<file path="config.mk">
export PLATFORM = sky130hd
export DESIGN_NAME = xbar_switch
export DESIGN_NICKNAME = d
export VERILOG_FILES = /design/src/rtl/xbar_pkg.sv /design/src/rtl/xbar_cmd_parser.sv /design/src/rtl/xbar_route_table.sv /design/src/rtl/xbar_out_stage.sv /design/src/rtl/xbar_switch.sv
export SDC_FILE = /design/constraint.sdc
export NUM_CORES = 2
export LEC_CHECK = 0
export BUFFER_PORTS_ARGS = -buffer_cell sky130_fd_sc_hd__buf_2
export CAP_MARGIN = 0
export CORE_AREA = 2 2 272 274
export DETAILED_ROUTE_END_ITERATION = 7
export DIE_AREA = 0 0 274 276
export GPL_TIMING_DRIVEN = 0
export PLACE_DENSITY = 0.58
export SETUP_SLACK_MARGIN = 0.3
export SLEW_MARGIN = 20
export SYNTH_ARGS = -nofsm -noshare
export SYNTH_HDL_FRONTEND = slang
export SYNTH_SLANG_ARGS = --single-unit
</file>
<file path="constraint.sdc">
create_clock -name clk -period 2.4 [get_ports clk]
set_input_delay 0.6 -clock clk [delete_from_list [all_inputs] [get_ports clk]]
set_output_delay 0.6 -clock clk [all_outputs]
set_load 0.05 [all_outputs]
</file>
<file path="src/rtl/xbar_pkg.sv">
package xbar_pkg;

    parameter int unsigned N_LINKS = 32;
    parameter int unsigned BYTE_W  = 8;
    localparam int unsigned SEL_W  = $clog2(N_LINKS);

    localparam logic [BYTE_W-1:0] OP_LIMIT  = BYTE_W'(7);
    localparam logic [BYTE_W-1:0] ARG_LIMIT = BYTE_W'(N_LINKS);

    typedef enum logic [2:0] {
        OP_ROUTE     = 3'd0,
        OP_PAIR      = 3'd1,
        OP_QUERY     = 3'd2,
        OP_COMMIT    = 3'd3,
        OP_CLEAR     = 3'd4,
        OP_DROP      = 3'd5,
        OP_DROP_PAIR = 3'd6
    } op_e;

    typedef struct packed {
        logic             on;
        logic [SEL_W-1:0] src;
    } route_t;

    typedef struct packed {
        logic             vld;
        op_e              op;
        logic [SEL_W-1:0] a;
        logic [SEL_W-1:0] b;
    } cmd_t;

    function automatic logic [1:0] op_args(op_e op);
        case (op)
            OP_ROUTE, OP_PAIR, OP_DROP_PAIR: return 2'd2;
            OP_QUERY, OP_DROP:               return 2'd1;
            default:                         return 2'd0;
        endcase
    endfunction

    function automatic logic [BYTE_W-1:0] pack_resp(route_t r);
        return {r.on, {(BYTE_W-1-SEL_W){1'b0}}, r.src};
    endfunction

endpackage

</file>
<file path="src/rtl/xbar_cmd_parser.sv">
module xbar_cmd_parser
    import xbar_pkg::*;
(
    input  logic              clk,
    input  logic              rst,
    input  logic              in_valid,
    input  logic [BYTE_W-1:0] in_byte,
    output logic              in_ready,
    input  logic              rsp_pending,
    output cmd_t              cmd
);

    typedef enum logic [1:0] {P_OP, P_ARG1, P_ARG2} pstate_e;

    pstate_e          st_q, st_d;
    op_e              op_q, op_d;
    logic [SEL_W-1:0] a_q, a_d;
    cmd_t             cmd_q, cmd_d;
    logic             take, op_ok, arg_ok;
    op_e              new_op;
    logic [SEL_W-1:0] arg;

    assign in_ready = !rsp_pending && !(cmd_q.vld && cmd_q.op == OP_QUERY);
    assign take     = in_valid && in_ready;
    assign op_ok    = in_byte < OP_LIMIT;
    assign arg_ok   = in_byte < ARG_LIMIT;
    assign new_op   = op_e'(in_byte[2:0]);
    assign arg      = in_byte[SEL_W-1:0];

    always_comb begin
        st_d  = st_q;
        op_d  = op_q;
        a_d   = a_q;
        cmd_d = '0;
        if (take) begin
            case (st_q)
                P_OP: begin
                    if (op_ok) begin
                        op_d = new_op;
                        if (op_args(new_op) == 2'd0) begin
                            cmd_d.vld = 1'b1;
                            cmd_d.op  = new_op;
                        end else begin
                            st_d = P_ARG1;
                        end
                    end
                end
                P_ARG1: begin
                    if (!arg_ok) begin
                        st_d = P_OP;
                    end else if (op_args(op_q) == 2'd1) begin
                        st_d      = P_OP;
                        cmd_d.vld = 1'b1;
                        cmd_d.op  = op_q;
                        cmd_d.a   = arg;
                    end else begin
                        a_d  = arg;
                        st_d = P_ARG2;
                    end
                end
                default: begin
                    st_d = P_OP;
                    if (arg_ok) begin
                        cmd_d.vld = 1'b1;
                        cmd_d.op  = op_q;
                        cmd_d.a   = a_q;
                        cmd_d.b   = arg;
                    end
                end
            endcase
        end
    end

    always_ff @(posedge clk) begin
        if (rst) begin
            st_q  <= P_OP;
            op_q  <= OP_ROUTE;
            a_q   <= '0;
            cmd_q <= '0;
        end else begin
            st_q  <= st_d;
            op_q  <= op_d;
            a_q   <= a_d;
            cmd_q <= cmd_d;
        end
    end

    assign cmd = cmd_q;

    AST_NO_TAKE_WHILE_BUSY: assert property (@(posedge clk) disable iff (rst)
        rsp_pending |-> !in_ready);

    AST_BAD_OPCODE_IGNORED: assert property (@(posedge clk) disable iff (rst)
        (take && st_q == P_OP && !op_ok) |=> (!cmd_q.vld && st_q == P_OP));

    AST_BAD_ARG_ABANDONS: assert property (@(posedge clk) disable iff (rst)
        (take && st_q != P_OP && !arg_ok) |=> (!cmd_q.vld && st_q == P_OP));

endmodule

</file>
<file path="src/rtl/xbar_route_table.sv">
module xbar_route_table
    import xbar_pkg::*;
(
    input  logic                      clk,
    input  logic                      rst,
    input  cmd_t                      cmd,
    input  logic                      rsp_ready,
    output logic                      rsp_valid,
    output logic [BYTE_W-1:0]         rsp_byte,
    output route_t [N_LINKS-1:0]      live
);

    route_t [N_LINKS-1:0] live_q;
    route_t [N_LINKS-1:0] stage_q;
    logic                 rv_q;
    logic [BYTE_W-1:0]    rd_q;
    logic [N_LINKS-1:0]   live_on;

    always_ff @(posedge clk) begin
        if (rst) begin
            live_q  <= '0;
            stage_q <= '0;
            rv_q    <= 1'b0;
            rd_q    <= '0;
        end else begin
            if (rv_q && rsp_ready) begin
                rv_q <= 1'b0;
            end
            if (cmd.vld) begin
                case (cmd.op)
                    OP_ROUTE: begin
                        stage_q[cmd.b] <= '{on: 1'b1, src: cmd.a};
                    end
                    OP_PAIR: begin
                        stage_q[cmd.b] <= '{on: 1'b1, src: cmd.a};
                        stage_q[cmd.a] <= '{on: 1'b1, src: cmd.b};
                    end
                    OP_QUERY: begin
                        rv_q <= 1'b1;
                        rd_q <= pack_resp(live_q[cmd.a]);
                    end
                    OP_COMMIT: begin
                        live_q <= stage_q;
                    end
                    OP_CLEAR: begin
                        live_q  <= '0;
                        stage_q <= '0;
                    end
                    OP_DROP: begin
                        live_q[cmd.a].on  <= 1'b0;
                        stage_q[cmd.a].on <= 1'b0;
                    end
                    default: begin
                        live_q[cmd.a].on  <= 1'b0;
                        stage_q[cmd.a].on <= 1'b0;
                        live_q[cmd.b].on  <= 1'b0;
                        stage_q[cmd.b].on <= 1'b0;
                    end
                endcase
            end
        end
    end

    always_comb begin
        for (int i = 0; i < N_LINKS; i++) begin
            live_on[i] = live_q[i].on;
        end
    end

    assign live      = live_q;
    assign rsp_valid = rv_q;
    assign rsp_byte  = rd_q;

    AST_ROUTE_STAGED_ONLY: assert property (@(posedge clk) disable iff (rst)
        (cmd.vld && (cmd.op == OP_ROUTE || cmd.op == OP_PAIR)) |=> $stable(live_q));

    AST_COMMIT_COPIES: assert property (@(posedge clk) disable iff (rst)
        (cmd.vld && cmd.op == OP_COMMIT) |=> (live_q == $past(stage_q)));

    AST_CLEAR_ALL: assert property (@(posedge clk) disable iff (rst)
        (cmd.vld && cmd.op == OP_CLEAR) |=> ($countones(live_on) == 0));

    AST_DROP_NOW: assert property (@(posedge clk) disable iff (rst)
        (cmd.vld && cmd.op == OP_DROP) |=> !live_q[$past(cmd.a)].on);

    AST_QUERY_ANSWERED: assert property (@(posedge clk) disable iff (rst)
        (cmd.vld && cmd.op == OP_QUERY) |=> rv_q);

    AST_RESP_HOLD: assert property (@(posedge clk) disable iff (rst)
        (rv_q && !rsp_ready) |=> (rv_q && $stable(rd_q)));

endmodule

</file>
<file path="src/rtl/xbar_out_stage.sv">
module xbar_out_stage
    import xbar_pkg::*;
#(
    parameter int unsigned SYNC_STAGES = 2
)(
    input  logic                 clk,
    input  logic                 rst,
    input  logic [N_LINKS-1:0]   link_in,
    input  route_t [N_LINKS-1:0] live,
    output logic [N_LINKS-1:0]   link_out
);

    localparam int unsigned LAST = SYNC_STAGES - 1;

    logic [SYNC_STAGES-1:0][N_LINKS-1:0] sync_q;
    logic [N_LINKS-1:0]                  out_q;

    always_ff @(posedge clk) begin
        if (rst) begin
            sync_q[0] <= '0;
        end else begin
            sync_q[0] <= link_in;
        end
    end

    for (genvar s = 1; s < SYNC_STAGES; s++) begin : g_sync
        always_ff @(posedge clk) begin
            if (rst) begin
                sync_q[s] <= '0;
            end else begin
                sync_q[s] <= sync_q[s-1];
            end
        end
    end

    for (genvar o = 0; o < N_LINKS; o++) begin : g_out
        always_ff @(posedge clk) begin
            if (rst) begin
                out_q[o] <= 1'b0;
            end else begin
                out_q[o] <= live[o].on & sync_q[LAST][live[o].src];
            end
        end

        AST_OFF_IS_LOW: assert property (@(posedge clk) disable iff (rst)
            !live[o].on |=> !out_q[o]);
    end

    assign link_out = out_q;

endmodule

</file>
<file path="src/rtl/xbar_switch.sv">
module xbar_switch
    import xbar_pkg::*;
#(
    parameter int unsigned SYNC_STAGES = 2
)(
    input  logic               clk,
    input  logic               rst,
    input  logic               cmd_valid,
    output logic               cmd_ready,
    input  logic [BYTE_W-1:0]  cmd_byte,
    output logic               rsp_valid,
    input  logic               rsp_ready,
    output logic [BYTE_W-1:0]  rsp_byte,
    input  logic [N_LINKS-1:0] link_in,
    output logic [N_LINKS-1:0] link_out
);

    cmd_t                 cmd;
    route_t [N_LINKS-1:0] live;

    xbar_cmd_parser u_parser (
        .clk         (clk),
        .rst         (rst),
        .in_valid    (cmd_valid),
        .in_byte     (cmd_byte),
        .in_ready    (cmd_ready),
        .rsp_pending (rsp_valid),
        .cmd         (cmd)
    );

    xbar_route_table u_table (
        .clk       (clk),
        .rst       (rst),
        .cmd       (cmd),
        .rsp_ready (rsp_ready),
        .rsp_valid (rsp_valid),
        .rsp_byte  (rsp_byte),
        .live      (live)
    );

    xbar_out_stage #(.SYNC_STAGES(SYNC_STAGES)) u_out (
        .clk      (clk),
        .rst      (rst),
        .link_in  (link_in),
        .live     (live),
        .link_out (link_out)
    );

endmodule

</file>
==> parameters.txt <==
Parameter                              Value

Final layout
  Final design instance area without fill    0.0403 mm2
  Final core utilization    55.5%
  Post-layout net count    3883
  Number of fill cells in the layout    6690
  Combined area of the multi-input logic cells    0.0215 mm2
  Register area    0.0104 mm2
  Layout Area Growth over Synthesis    24.3%
  Layout cell share with drive strength beyond 1    33.7%

Place
  Count of buffers inserted at the top-level ports    80
  Routability Congestion    1.07
  Placed standard-cell area    0.0341 mm2
  HPWL Detailed    121000 um

Synth
  Average footprint of a synthesized cell    8.98 um2
  Number of enable flip-flop cells after synthesis    0
  Post-synthesis instance total    3606
  Distinct cells, synth    57
  Number of register bits inferred by synthesis    511
  Area of the mapped netlist    0.0324 mm2
  Sequential share of the synthesized area    31.6%
  Yosys warns    0
  Most instantiated flip-flop cell in the synthesis netlist    dfxtp_1
  FFs w/ async S/R, synth    0%

CTS
  Count of H-tree levels built during CTS    2
  Clock sink count    511
  Cell chosen for the clock root    clkbuf_16
  Clock-pin slew of the registers on the worst-case setup and hold paths    0.06 ns
  Buffer levels on the longest clock path    3
  TritonCTS clock tree    built
  CTS buffer count    58
  Clock latency of the later-clocked register in the worst-skew pair    0.68 ns

Die
  Width of the chip    274 um
  Die Outline Area    0.0756 mm2
  Die height    276 um
  Number of I/O pins    86
  Site Rows    99
  Starting Density    44.6%
  Core outline area    0.0726 mm2

Setup path
  Startpoint of the worst setup timing path    u_parser.cmd[10]$_SDFF_PP0_
  Startpoint kind of the worst setup timing path    flip-flop
  CP Capture Type    output port
  Library cell contributing the largest single delay on the critical path    nor4bb_4
  Worst Reg2Reg Path Length in Cells    9
  Minimum setup slack among reg-to-reg paths    0 ns
  Data arrival time of the critical path    1.89 ns
  End point of the critical path    cmd_ready
  Worst path cell trace    clkbuf_16 > nor4bb_4 > nor2_2 > buf_6
  Worst-path maximum fanout    6
  Origin of the critical flop-to-flop path    u_parser.cmd[5]$_SDFF_PP0_
  Worst Path Required    1.80 ns
  Slowest stage delay, CP    0.42 ns
  Critical R2R Capture    u_table.rsp_byte[0]$_SDFFE_PP0P_
  Type of the worst setup path    flip-flop to output port

Power
  Power density over the cells    484 mW/mm2
  Worst vdd rail ir drop    0.555 mV
  Leakage power total    14.2 nW
  Final Power    19.5 mW

STA
  Clock skew    0.0472 ns
  Actual slew at the worst max-slew pin    0.866 ns
  Number of endpoints with negative hold slack in the final report    0
  Setup-violating endpoint count in the final report    1
  Achievable Freq    402 MHz
  Tmin final    2.49 ns
  Number of pins exceeding their max-slew limit in the final report    0
  Worst Slack Setup Final    -0.0855 ns
  RSZ-0062 raised after global routing    true
  Worst max-slew margin expressed relative to the limit    42.3%
  Tcrit/Tclk final    104%

Worst hold path
  Classification of the worst-slack hold path    input pin to flip-flop

Run status
  Failing checks    design-rule violations, negative setup slack
  Run status    finished with violations

Global routing
  Gr usage total    42.2%
  Vias in the first global route    31400
  Aggregate global routing overflow    0
  Antenna violations before repair    9
  Wire length of the first global-routing pass    230000 um
  Pin count of the biggest net entering global routing    18

Drt
  Antenna-violating nets left    0
  Number of optimization iterations in the first detailed-route pass    8
  Drt wl/cell    34.2 um
  Total wire length    166000 um
  Average via count per standard cell    7.09
  Residual DRC    2
  DR vias    34500
  Number of DRC markers after the initial detailed-route iteration    5643

Flow run
  Max-Cap Viols    0
## cells in the mapped netlist, drive strengths merged (35+ instances only)
cell | number | area [um2]
a21boi | 35 | 263
a21oi | 414 | 2070
a22o | 37 | 324
a22oi | 153 | 1150
and3 | 41 | 257
buf | 124 | 581
clkbuf | 359 | 1350
dfxtp | 511 | 10200
mux4 | 368 | 8290
nand2 | 304 | 1140
nand3 | 183 | 916
nor2 | 353 | 1330
nor2b | 73 | 457
o21ai | 406 | 2030
## cells in the final DEF, fill, tap and decap left out, drive strengths merged, types with 8 or more instances in the layout
| cell type | instances |
|---|---|
| a31oi | 20 |
| nand2 | 304 |
| clkinv | 19 |
| buf | 395 |
| nor2 | 353 |
| mux2 | 33 |
| inv | 8 |
| a21oi | 414 |
| dfxtp | 511 |
| mux4 | 368 |
| a31o | 11 |
| nand3 | 183 |
| nor2b | 73 |
| o21ai | 406 |
| and3 | 41 |
| bufinv | 9 |
| a22o | 37 |
| diode | 14 |
| and3b | 8 |
| o311ai | 29 |
| a22oi | 153 |
| mux2i | 9 |
| clkbuf | 334 |
| nand2b | 9 |
| a21boi | 35 |
| o211ai | 27 |
| nor3b | 9 |
## power by group
| part | internal (mW) | switching [mW] | leakage, nW | total (mW) |
|---|---|---|---|---|
| Clock | 5.71 | 4.11 | 1.01 | 9.82 |
| Sequential | 8.51 | 0.0913 | 4.17 | 8.60 |
| Combinational | 0.494 | 0.585 | 8.99 | 1.08 |
| Total | 14.7 | 4.79 | 14.2 | 19.5 |
## cell type report
class / instances / share of cell area [%]
multi-input cells: 2605 / 53.3
plain buffers: 483 / 8.97
well taps: 959 / 2.98
clock inverters: 34 / 1.25
diodes: 14 / 0.0870
repair buffers: 172 / 3.58
inverters: 8 / 0.0870
clock buffers: 74 / 3.95
flip-flops and latches: 511 / 25.8
## layer usage
layer | vias to the layer above | part of all wire (%) | global-route usage [%]
met1 | 16600 | 35 | 53.7
met2 | 3080 | 40 | 57.9
met3 | 773 | 16 | 16.3
met5 | - | 0.057 | 0
li1 | 14000 | - | -
met4 | 8 | 9.3 | 30.8
## through the flow
| step | TNS, ns | hold slack [ns] | std cells | worst slack (ns) |
|---|---|---|---|---|
| finish | -0.0855 | 0.147 | 4860 | -0.0855 |
| global route | -0.111 | 0.147 | 4853 | -0.111 |
| CTS | -0.0796 | 0.135 | 4790 | -0.0796 |
| detailed placement | -290.52 | 0.423 | 4647 | -1.38 |
| global placement | -438.78 | 0.417 | 4646 | -1.63 |
| floorplan | 0 | 0.414 | 3607 | 0.332 |
## worst min path at each step
stage	from	to	slack, ns	cells past startpoint
global route	link_in[24]	u_out.sync_q[24]$_SDFF_PP0_	0.15	2
finish	link_in[21]	u_out.sync_q[21]$_SDFF_PP0_	0.15	2
detailed placement	u_out.sync_q[25]$_SDFF_PP0_	u_out.sync_q[57]$_SDFF_PP0_	0.42	1
global placement	u_out.sync_q[30]$_SDFF_PP0_	u_out.sync_q[62]$_SDFF_PP0_	0.42	1
CTS	link_in[21]	u_out.sync_q[21]$_SDFF_PP0_	0.13	2
floorplan	u_out.sync_q[0]$_SDFF_PP0_	u_out.sync_q[32]$_SDFF_PP0_	0.41	1
## cell families (layout without fill, tap and decap cells)
family	count (synthesis)	count (layout)	share of synthesized area (%)
AND/OR/NAND/NOR	1017	1017	14.1
other	1	16	0.0116
multiplexers	410	410	27.0
flip-flops	511	511	31.6
buffers and inverters	491	771	6.04
AO/OA/AOI/OAI	1176	1176	21.2
## worst max-delay path, delay by kind of cell (launching register included)
family,cells,cell delay (ns)
AND/OR/NAND/NOR,2,0.50
buffers and inverters,2,0.33
flip-flops,1,0.38
## repair_timing
item	4_1_cts	5_1_grt
gates resized for setup	508	890
setup endpoints to repair	439	432
pin swaps	25	36
setup buffers	33	45
gates cloned	2	11
hold buffers	0	0
No activity file was read; power rests on OpenSTA's default activity.
